`src/rtl/sclgen_pkg.sv`:
```
package sclgen_pkg;

    typedef enum logic [1:0] {
        ST_IDLE   = 2'd0,
        ST_RELOAD = 2'd1,
        ST_COUNT  = 2'd2
    } sclgen_state_e;

    function automatic int unsigned max2(input int unsigned a, input int unsigned b);
        return (a > b) ? a : b;
    endfunction

endpackage

```
`src/rtl/sclgen_cfg.sv`:
```
module sclgen_cfg #(
    parameter int unsigned THP_W   = 8,
    parameter int unsigned M_W     = 4,
    parameter int unsigned N_W     = 3,
    parameter int unsigned THP_MIN = 5,
    parameter int unsigned THP_RST = 24,
    parameter int unsigned M_RST   = 2,
    parameter int unsigned N_RST   = 0
) (
    input  logic               clk,
    input  logic               rst_n,
    input  logic               hp_wr,
    input  logic [THP_W-1:0]   hp_value,
    input  logic               div_wr,
    input  logic [M_W+N_W-1:0] div_value,
    output logic [THP_W-1:0]   thp_q,
    output logic [M_W-1:0]     m_q,
    output logic [N_W-1:0]     n_q,
    output logic               cfg_wr
);

    localparam logic [THP_W-1:0] THP_FLOOR = THP_W'(THP_MIN);

    logic [THP_W-1:0] thp_clamped;

    always_comb begin
        thp_clamped = (hp_value < THP_FLOOR) ? THP_FLOOR : hp_value;
        cfg_wr      = hp_wr | div_wr;
    end

    always_ff @(posedge clk or negedge rst_n) begin
        if (!rst_n) begin
            thp_q <= THP_W'(THP_RST);
        end else if (hp_wr) begin
            thp_q <= thp_clamped;
        end
    end

    always_ff @(posedge clk or negedge rst_n) begin
        if (!rst_n) begin
            m_q <= M_W'(M_RST);
            n_q <= N_W'(N_RST);
        end else if (div_wr) begin
            m_q <= div_value[N_W +: M_W];
            n_q <= div_value[N_W-1:0];
        end
    end

    // the stored base count never falls below the floor
    p_thp_floor_r4: assert property (@(posedge clk) disable iff (!rst_n)
        thp_q >= THP_FLOOR);

    // divider fields are taken from their packed positions
    p_div_unpack_r3: assert property (@(posedge clk) disable iff (!rst_n)
        div_wr |=> (m_q == $past(div_value[N_W +: M_W])) && (n_q == $past(div_value[N_W-1:0])));

    // a base-count write alone leaves the divider fields as they were
    p_div_kept_r3: assert property (@(posedge clk) disable iff (!rst_n)
        (hp_wr && !div_wr) |=> $stable(m_q) && $stable(n_q));

endmodule

```
`src/rtl/sclgen_stage.sv`:
```
module sclgen_stage #(
    parameter int unsigned W = 8
) (
    input  logic         clk,
    input  logic         rst_n,
    input  logic         clear,
    input  logic         step,
    input  logic [W-1:0] limit,
    output logic         wrap
);

    logic [W-1:0] cnt_q;

    always_comb begin
        wrap = step && (cnt_q == limit);
    end

    always_ff @(posedge clk or negedge rst_n) begin
        if (!rst_n) begin
            cnt_q <= '0;
        end else if (clear) begin
            cnt_q <= '0;
        end else if (step) begin
            cnt_q <= (cnt_q == limit) ? '0 : cnt_q + W'(1);
        end
    end

    // a stage never runs past its modulus
    p_stage_bound_r2: assert property (@(posedge clk) disable iff (!rst_n)
        cnt_q <= limit);

    // a clear always leaves the stage at zero
    p_stage_clear_r6: assert property (@(posedge clk) disable iff (!rst_n)
        clear |=> (cnt_q == '0));

endmodule

```
`src/rtl/sclgen_ctrl.sv`:
```
module sclgen_ctrl
    import sclgen_pkg::*;
(
    input  logic clk,
    input  logic rst_n,
    input  logic cfg_wr,
    input  logic run,
    input  logic chain_wrap,
    output logic count_en,
    output logic chain_clear,
    output logic tick
);

    sclgen_state_e state_q, state_d;

    always_ff @(posedge clk or negedge rst_n) begin
        if (!rst_n) begin
            state_q <= ST_IDLE;
        end else begin
            state_q <= state_d;
        end
    end

    always_comb begin
        state_d = state_q;
        unique case (state_q)
            ST_IDLE: begin
                if (cfg_wr || run) state_d = ST_RELOAD;
            end
            ST_RELOAD: begin
                if (cfg_wr)      state_d = ST_RELOAD;
                else if (run)    state_d = ST_COUNT;
                else             state_d = ST_IDLE;
            end
            ST_COUNT: begin
                if (cfg_wr)      state_d = ST_RELOAD;
                else if (!run)   state_d = ST_IDLE;
            end
            default: state_d = ST_IDLE;
        endcase
    end

    always_comb begin
        count_en    = (state_q == ST_COUNT) && run && !cfg_wr;
        chain_clear = !count_en;
    end

    always_ff @(posedge clk or negedge rst_n) begin
        if (!rst_n) begin
            tick <= 1'b0;
        end else begin
            tick <= chain_wrap;
        end
    end

    // a tick never lasts two cycles
    p_tick_single_r5: assert property (@(posedge clk) disable iff (!rst_n)
        tick |=> !tick);

    // a write sends the controller to the reload state with no tick
    p_write_reload_r6: assert property (@(posedge clk) disable iff (!rst_n)
        cfg_wr |=> (state_q == ST_RELOAD) && !tick);

    // counting is only ever entered through reload
    p_count_entry_r6: assert property (@(posedge clk) disable iff (!rst_n)
        ((state_q == ST_COUNT) && ($past(state_q) != ST_COUNT)) |-> ($past(state_q) == ST_RELOAD));

    // a stopped engine yields no tick on the following cycle
    p_idle_silent_r7: assert property (@(posedge clk) disable iff (!rst_n)
        !run |=> !tick);

endmodule

```
`src/rtl/scl_rate_gen.sv`:
```
module scl_rate_gen #(
    parameter int unsigned THP_W   = 8,
    parameter int unsigned M_W     = 4,
    parameter int unsigned N_W     = 3,
    parameter int unsigned THP_MIN = 5,
    parameter int unsigned THP_RST = 24,
    parameter int unsigned M_RST   = 2,
    parameter int unsigned N_RST   = 0,
    parameter int unsigned DECADE  = 10
) (
    input  logic               clk,
    input  logic               rst_n,
    input  logic               hp_wr,
    input  logic [THP_W-1:0]   hp_value,
    input  logic               div_wr,
    input  logic [M_W+N_W-1:0] div_value,
    input  logic               eng_busy,
    input  logic               eng_hold,
    output logic               phase_tick
);

    import sclgen_pkg::*;

    localparam int unsigned PRE_W  = (1 << N_W) - 1;
    localparam int unsigned DEC_W  = (DECADE > 1) ? $clog2(DECADE) : 1;
    localparam int unsigned STG_W  = max2(max2(THP_W, PRE_W), max2(M_W, DEC_W));
    localparam int unsigned NSTAGE = 4;

    logic [THP_W-1:0] thp_q;
    logic [M_W-1:0]   m_q;
    logic [N_W-1:0]   n_q;
    logic             cfg_wr;
    logic             run;
    logic             count_en;
    logic             chain_clear;

    logic [STG_W-1:0] stage_lim  [NSTAGE];
    logic             stage_step [NSTAGE];
    logic             stage_wrap [NSTAGE];
    logic [STG_W:0]   pre_pow;
    logic [STG_W:0]   pre_span;

    sclgen_cfg #(
        .THP_W   (THP_W),
        .M_W     (M_W),
        .N_W     (N_W),
        .THP_MIN (THP_MIN),
        .THP_RST (THP_RST),
        .M_RST   (M_RST),
        .N_RST   (N_RST)
    ) i_cfg (
        .clk       (clk),
        .rst_n     (rst_n),
        .hp_wr     (hp_wr),
        .hp_value  (hp_value),
        .div_wr    (div_wr),
        .div_value (div_value),
        .thp_q     (thp_q),
        .m_q       (m_q),
        .n_q       (n_q),
        .cfg_wr    (cfg_wr)
    );

    always_comb begin
        run          = eng_busy && !eng_hold;
        pre_pow      = (STG_W+1)'(1) << n_q;
        pre_span     = pre_pow - (STG_W+1)'(1);
        stage_lim[0] = STG_W'(thp_q);
        stage_lim[1] = pre_span[STG_W-1:0];
        stage_lim[2] = STG_W'(m_q);
        stage_lim[3] = STG_W'(DECADE - 1);
    end

    always_comb begin
        stage_step[0] = count_en;
        for (int k = 1; k < NSTAGE; k++) begin
            stage_step[k] = stage_wrap[k-1];
        end
    end

    for (genvar g = 0; g < NSTAGE; g++) begin : g_stage
        sclgen_stage #(
            .W (STG_W)
        ) i_stage (
            .clk   (clk),
            .rst_n (rst_n),
            .clear (chain_clear),
            .step  (stage_step[g]),
            .limit (stage_lim[g]),
            .wrap  (stage_wrap[g])
        );
    end

    sclgen_ctrl i_ctrl (
        .clk         (clk),
        .rst_n       (rst_n),
        .cfg_wr      (cfg_wr),
        .run         (run),
        .chain_wrap  (stage_wrap[NSTAGE-1]),
        .count_en    (count_en),
        .chain_clear (chain_clear),
        .tick        (phase_tick)
    );

    // every tick follows a cycle in which the engine was running
    p_tick_needs_run_r7: assert property (@(posedge clk) disable iff (!rst_n)
        phase_tick |-> ($past(eng_busy) && !$past(eng_hold)));

    // a write on any edge, wrap or not, removes the tick of that edge
    p_write_beats_wrap_r8: assert property (@(posedge clk) disable iff (!rst_n)
        (hp_wr || div_wr) |=> !phase_tick);

    // tick is low whenever reset is applied
    always_comb begin
        if (!rst_n) begin
            p_reset_quiet_r9: assert (!phase_tick);
        end
    end

endmodule

```
`config.mk`:
```
export PLATFORM = sky130hd
export DESIGN_NAME = scl_rate_gen
export DESIGN_NICKNAME = d
export VERILOG_FILES = /design/src/rtl/sclgen_pkg.sv /design/src/rtl/sclgen_cfg.sv /design/src/rtl/sclgen_stage.sv /design/src/rtl/sclgen_ctrl.sv /design/src/rtl/scl_rate_gen.sv
export SDC_FILE = /design/constraint.sdc
export NUM_CORES = 1
export LEC_CHECK = 0
export ABC_AREA = 1
export BUFFER_PORTS_ARGS = -buffer_cell sky130_fd_sc_hd__buf_2
export CORE_ASPECT_RATIO = 0.7
export CORE_MARGIN = 1.5
export CORE_UTILIZATION = 60
export DETAILED_ROUTE_END_ITERATION = 6
export PLACE_DENSITY = 0.8
export SETUP_SLACK_MARGIN = 0.1
export SLEW_MARGIN = 30
export SYNTH_ARGS = -nofsm -noshare
export SYNTH_HDL_FRONTEND = slang
export SYNTH_HIERARCHICAL = 1
export SYNTH_SLANG_ARGS = --single-unit
export TNS_END_PERCENT = 20
```
`constraint.sdc`:
```
create_clock -name clk -period 2.85 [get_ports clk]
set_input_delay 0 -clock clk [delete_from_list [all_inputs] [get_ports clk]]
set_output_delay 0 -clock clk [all_outputs]
set_load 0.01 [all_outputs]
```
Word-level counts from Yosys, hierarchy flattened

Cells that the tools add are included.

Register bits after elaboration: 50
Input port bits: 21
Output and inout port bits: 1
Logic and storage cells: 58

Add/sub/neg operators: 5
$lt $le $gt $ge: 1
Eq/ne operators: 11
Shift-type cells: 1
Multiplexer cells: 18
Bitwise gates (word level): 1
Reductions and logical operators: 12

Operator list:

| cell                                                       | number |
|---|---|
| 2-to-1 mux 8 bit                                           | 12 |
| adder 8 x 1 -> 8 bit, second input constant                | 4 |
| == test 8 bit                                              | 2 |
| 2-to-1 mux 2 bit                                           | 5 |
| == test 8 x 4 -> 1 bit                                     | 1 |
| == test 8 x 4 -> 1 bit, second input constant              | 1 |
| less-than comparator 8 x 3 -> 1 bit, second input constant | 1 |
| != test 2 x 1 -> 1 bit, second input constant              | 4 |
| left shift 1 x 3 -> 8 bit, first input constant            | 1 |
| subtractor 8 x 1 -> 8 bit, second input constant           | 1 |
| logical AND 1 bit                                          | 7 |
| case mux 2 bit (3 select lines)                            | 1 |
| != test 3 x 2 -> 1 bit, second input constant              | 1 |
| == test 2 x 1 -> 1 bit, second input constant              | 1 |
| == test 2 bit, second input constant                       | 1 |
| logical NOT 1 bit                                          | 2 |
| logical NOT 2 bit                                          | 1 |
| AND reduction 2 bit                                        | 1 |
| logical OR 1 bit                                           | 1 |
| OR 1 bit                                                   | 1 |

Longest topological paths before layout

Depth after elaboration: 9
Mapped depth: 16
Depth with buffers taken out: 16

Cells and area by module

Netlist, hierarchy kept.

Modules (own cells, without submodules):

| module                                | instances | cells an instance | area each (µm²) | sequential area each (µm²) |
|---|---|---|---|---|
| sclgen_stage (g_stage[1].i_stage ...) | 3         | 92                | 625.6           | 200.2 |
| sclgen_cfg                            | 1         | 57                | 646.9           | 379.1 |
| sclgen_stage (g_stage[0].i_stage)     | 1         | 95                | 620.6           | 200.2 |
| sclgen_ctrl                           | 1         | 17                | 138.9           | 75.1 |
| scl_rate_gen                          | 1         | 16                | 65.1            | 0.0 |

Worst setup path after synthesis

Ideal clock, no wire load.

Path type: register to register
Start: register i_cfg.thp_q[3]
End: register g_stage[3].i_stage.cnt_q[0]
Setup time: 73 ps
Arrival: 2203 ps
Data required time: 2777 ps
Slack: 574 ps
Stages on the path, launching flop included: 14
Buffers on the path: 0
Period minus slack after synthesis: 2276 ps
Cell sequence: dfstp_2 xnor2_1 nand2_1 nor2_1 nand2_4 nor2_1 inv_1 nor2_1 inv_1 nor2_1 inv_1 nor2_1 nand2_4 a21oi_2

RTL lines:

| item                     | RTL line           | RTL |
|---|---|---|
| start: declaration       | sclgen_cfg.sv:16   | `output logic [THP_W-1:0] thp_q,` |
| start signal: assignment | sclgen_cfg.sv:33   | `thp_q <= THP_W'(THP_RST);` |
| start signal: assignment | sclgen_cfg.sv:35   | `thp_q <= thp_clamped;` |
| end signal: assignment   | sclgen_stage.sv:24 | `cnt_q <= (cnt_q == limit) ? '0 : cnt_q + W'(1);` |
| end: declaration         | sclgen_stage.sv:12 | `logic [W-1:0] cnt_q;` |

==> flow_metrics.tcl <==
set metrics [dict create \
    p_total_mw 1.41 \
    wl_per_cell_um 11.1 \
    drive_gt1_share_pct 17.7 \
    synth_ff_type "dfrtp_1" \
    drt-total-wl_um 6610 \
    arrival_ns 2.72 \
    nFillCells 415 \
    critPathCaptureType "flip-flop" \
    hold_class "in2reg" \
    grt_pass1_vias 2657 \
    diodes 0 \
    cellLeakagePower_nw 2.08 \
    drv_cap 0 \
    layout_commonest_cell "nand2_1" \
    sw_frac_of_total_pct 24.2 \
    max_stage_delay_ns 0.55 \
    synth-edff-count 0 \
    worstSetupStartpoint "i_cfg/thp_q[4]$_DFFE_PN1P_" \
    grt_use_total_pct 24.8 \
    seq_area_frac_synth_pct 37.5 \
    rr_startpoint "i_cfg/thp_q[4]$_DFFE_PN1P_" \
    synthCells 461 \
    grt_pass1_wl_um 11800 \
    die_w_um 92.3 \
    globalplace.congestion 0.876 \
    gr-total-overflow 0 \
    h-tree-depth 2 \
    crit_slowest_cell "dfstp_2" \
    clk_latency_ns 0.30 \
    final_nets 549 \
    io_buffers 21 \
    worstMarginPinSlew_ns 0.557 \
    finalSetupViolCount 0 \
    cts-root-buf "clkbuf_8" \
    cts_setup_buffers 0 \
    dpl_worst_slack_ns 0.266 \
    p_sw_uw 342 \
    via_count 2917 \
    async_reset_ff_share_pct 100 \
    skew_ns 0.00556 \
    rsz0062_at_grt "false" \
    drt_iter0_drc 192 \
    fin_crit_sh_pct 87.2 \
    drc_errors 0 \
    grt_max_degree 27 \
    seqPwrFrac_pct 53.4 \
    worstSetupPathType "reg2reg" \
    slew_violations 0 \
    dp.final_hpwl_um 4830 \
    comb_power_share_pct 12.0 \
    layout_common_cells "nand2_1, inv_1, dfrtp_1" \
    row_count 22 \
    avgSynthCellArea_sq_um 7.26 \
    fmax_mhz 402 \
    min_period_ns 2.49 \
    crit_family "simple AND/OR/NAND/NOR gates" \
    antenna_found_initial 0 \
    start_util_pct 63.0 \
    crit_fanout 7 \
    syn-cell-area_sq_mm 0.00335 \
    synthDistinctLibCells 30 \
    cts_tree "built" \
    vdd_drop_max_uv 265 \
    critPathLaunchType "flip-flop" \
    die-area_sq_mm 0.00604 \
    cts.path.max_buffers 2 \
    crit_buf_inv 3 \
    syn_to_final_growth_pct 15.9 \
    tns_ns 0 \
    cp_cell_sequence "nand2_1 > nand2_1 > nand2_1 > nor2_1 > nand2_4 > nor2_1 > inv_1 > nor2_2 > inv_1 > nor2_2 > inv_1 > nor2_1 > nand2_4 > a21oi_2" \
    dieHeight_um 65.5 \
    intPower_mw 1.07 \
    slew-limit-headroom_pct 62.7 \
    cts-buffers-inserted 5 \
    fin_ws_ns 0.365 \
    hold_violations 0 \
    core-area_sq_mm 0.00531 \
    powerDensity_mw_per_mm2 364 \
    clk_pin_slew_ns 0.09 \
    cp_data_required_time_ns 3.08 \
    ys_seq_elements 50 \
    clkPwrFrac_pct 34.6 \
    ioPinCount 22 \
    first_pass_iters 5 \
    ys_warn_count 6 \
    cts_sinks 50 \
    status "complete, no violations" \
    vias_per_cell 4.89 \
    min_from "hp_wr" \
    ant_nets 0 \
]
==> cell families (layout without fill, tap and decap cells) <==
| group | Yosys count | count (layout) | share of synthesized area, % |
|---|---|---|---|
| buf+inv | 84 | 128 | 10.5 |
| mux | 7 | 7 | 3.14 |
| other cells | 2 | 22 | 0.224 |
| simple gates | 260 | 260 | 34.5 |
| compound gates | 31 | 31 | 6.61 |
| flops | 50 | 50 | 37.5 |
| xor+xnor | 23 | 23 | 6.02 |
| fa+ha+maj | 4 | 4 | 1.49 |
==> Yosys cell counts, types with 6 or more instances <==
library cell  number  area (sq um)
dfrtp_1           47          1180
mux2_4             7           105
nor2_1            36           135
nor2_2            10          62.6
inv_1             65           244
nand2_4            7          78.8
nand3_1           18          90.1
xnor2_1           12           105
nand2_1          165           619
nand4_1           13          81.3
o21ai_0            6          30.0
o21ai_2           12           105
xor2_1            11          96.3
inv_2              8          30.0
==> layout make-up <==
| class | count | area, sq um | area share, % |
|---|---|---|---|
| well taps | 72 | 90.1 | 2.32 |
| clock inverters | 3 | 40.0 | 1.03 |
| inverters | 78 | 295 | 7.61 |
| repair buffers | 42 | 310 | 7.99 |
| clock buffers | 5 | 68.8 | 1.77 |
| multi-input cells | 347 | 1820 | 46.9 |
| flip-flops and latches | 50 | 1250 | 32.3 |
==> stage by stage <==
step | utilization (%) | instances | area [sq um] | hold WS, ns
after floorplan | - | 481 | 3420 | -0.296
after global placement | 67.3 | 570 | 3580 | 0.0153
after detailed placement | 67.3 | 570 | 3580 | 0.0132
after CTS | 73.0 | 597 | 3880 | 0.00191
after global routing | 73.1 | 597 | 3880 | 0.0463
final | 73.1 | 597 | 3880 | 0.0200
==> power by group through the flow <==
| stage | clock [mW] | combinational, mW | sequential, mW |
|---|---|---|---|
| 3_5_place_dp | 0 | 0.147 | 0.768 |
| 2_1_floorplan | 0 | 0.106 | 0.762 |
| 6_report | 0.490 | 0.169 | 0.755 |
| 4_1_cts | 0.497 | 0.168 | 0.754 |
| 5_1_grt | 0.531 | 0.194 | 0.758 |
| 3_3_place_gp | 0 | 0.142 | 0.767 |
==> tightest hold or removal path, cell delays in order <==
cell and delay [ns]:
buf_2 0.16, nand2_1 0.08, nand2_1 0.05
==> timing repair <==
action                                 CTS  global route
setup endpoints to repair                0             6
endpoints found under the hold margin   39             0
hold buffers                            19             0
gates resized for setup                  0             2
==> path summary, 6_finish.rpt <==
check,cells after the start,end,slack (ns)
setup reg to reg,14,g_stage[3].i_stage/cnt_q[0]$_DFFE_PN0P_,0.36
hold reg to reg,2,i_cfg/thp_q[3]$_DFFE_PN1P_,0.49
min in group asynchronous,2,i_ctrl/state_q[0]$_DFFE_PN0P_,0.21
max in group asynchronous,3,i_cfg/thp_q[3]$_DFFE_PN1P_,1.87
setup / recovery,14,g_stage[3].i_stage/cnt_q[0]$_DFFE_PN0P_,0.36
hold / removal,3,i_cfg/thp_q[6]$_DFFE_PN0P_,0.02
==> metal layers <==
layer | up-vias | global-route usage (%) | part of all wire [%]
li1 | 1507 | - | -
met1 | 1356 | 36.2 | 52
met2 | 49 | 39.1 | 44
met3 | 5 | 3.94 | 3.8
met4 | 0 | 5.58 | 0.61
met5 | - | 0 | 0
==> state kept, by name, indices dropped and copies added, names as in the netlist <==
| register | flops |
|---|---|
| i_cfg/m_q | 4 |
| i_cfg/thp_q | 8 |
| i_ctrl/state_q | 2 |
| i_ctrl/tick | 1 |
| g_stage.i_stage/cnt_q | 32 |
| i_cfg/n_q | 3 |
Power figures use the tool's default switching activity.
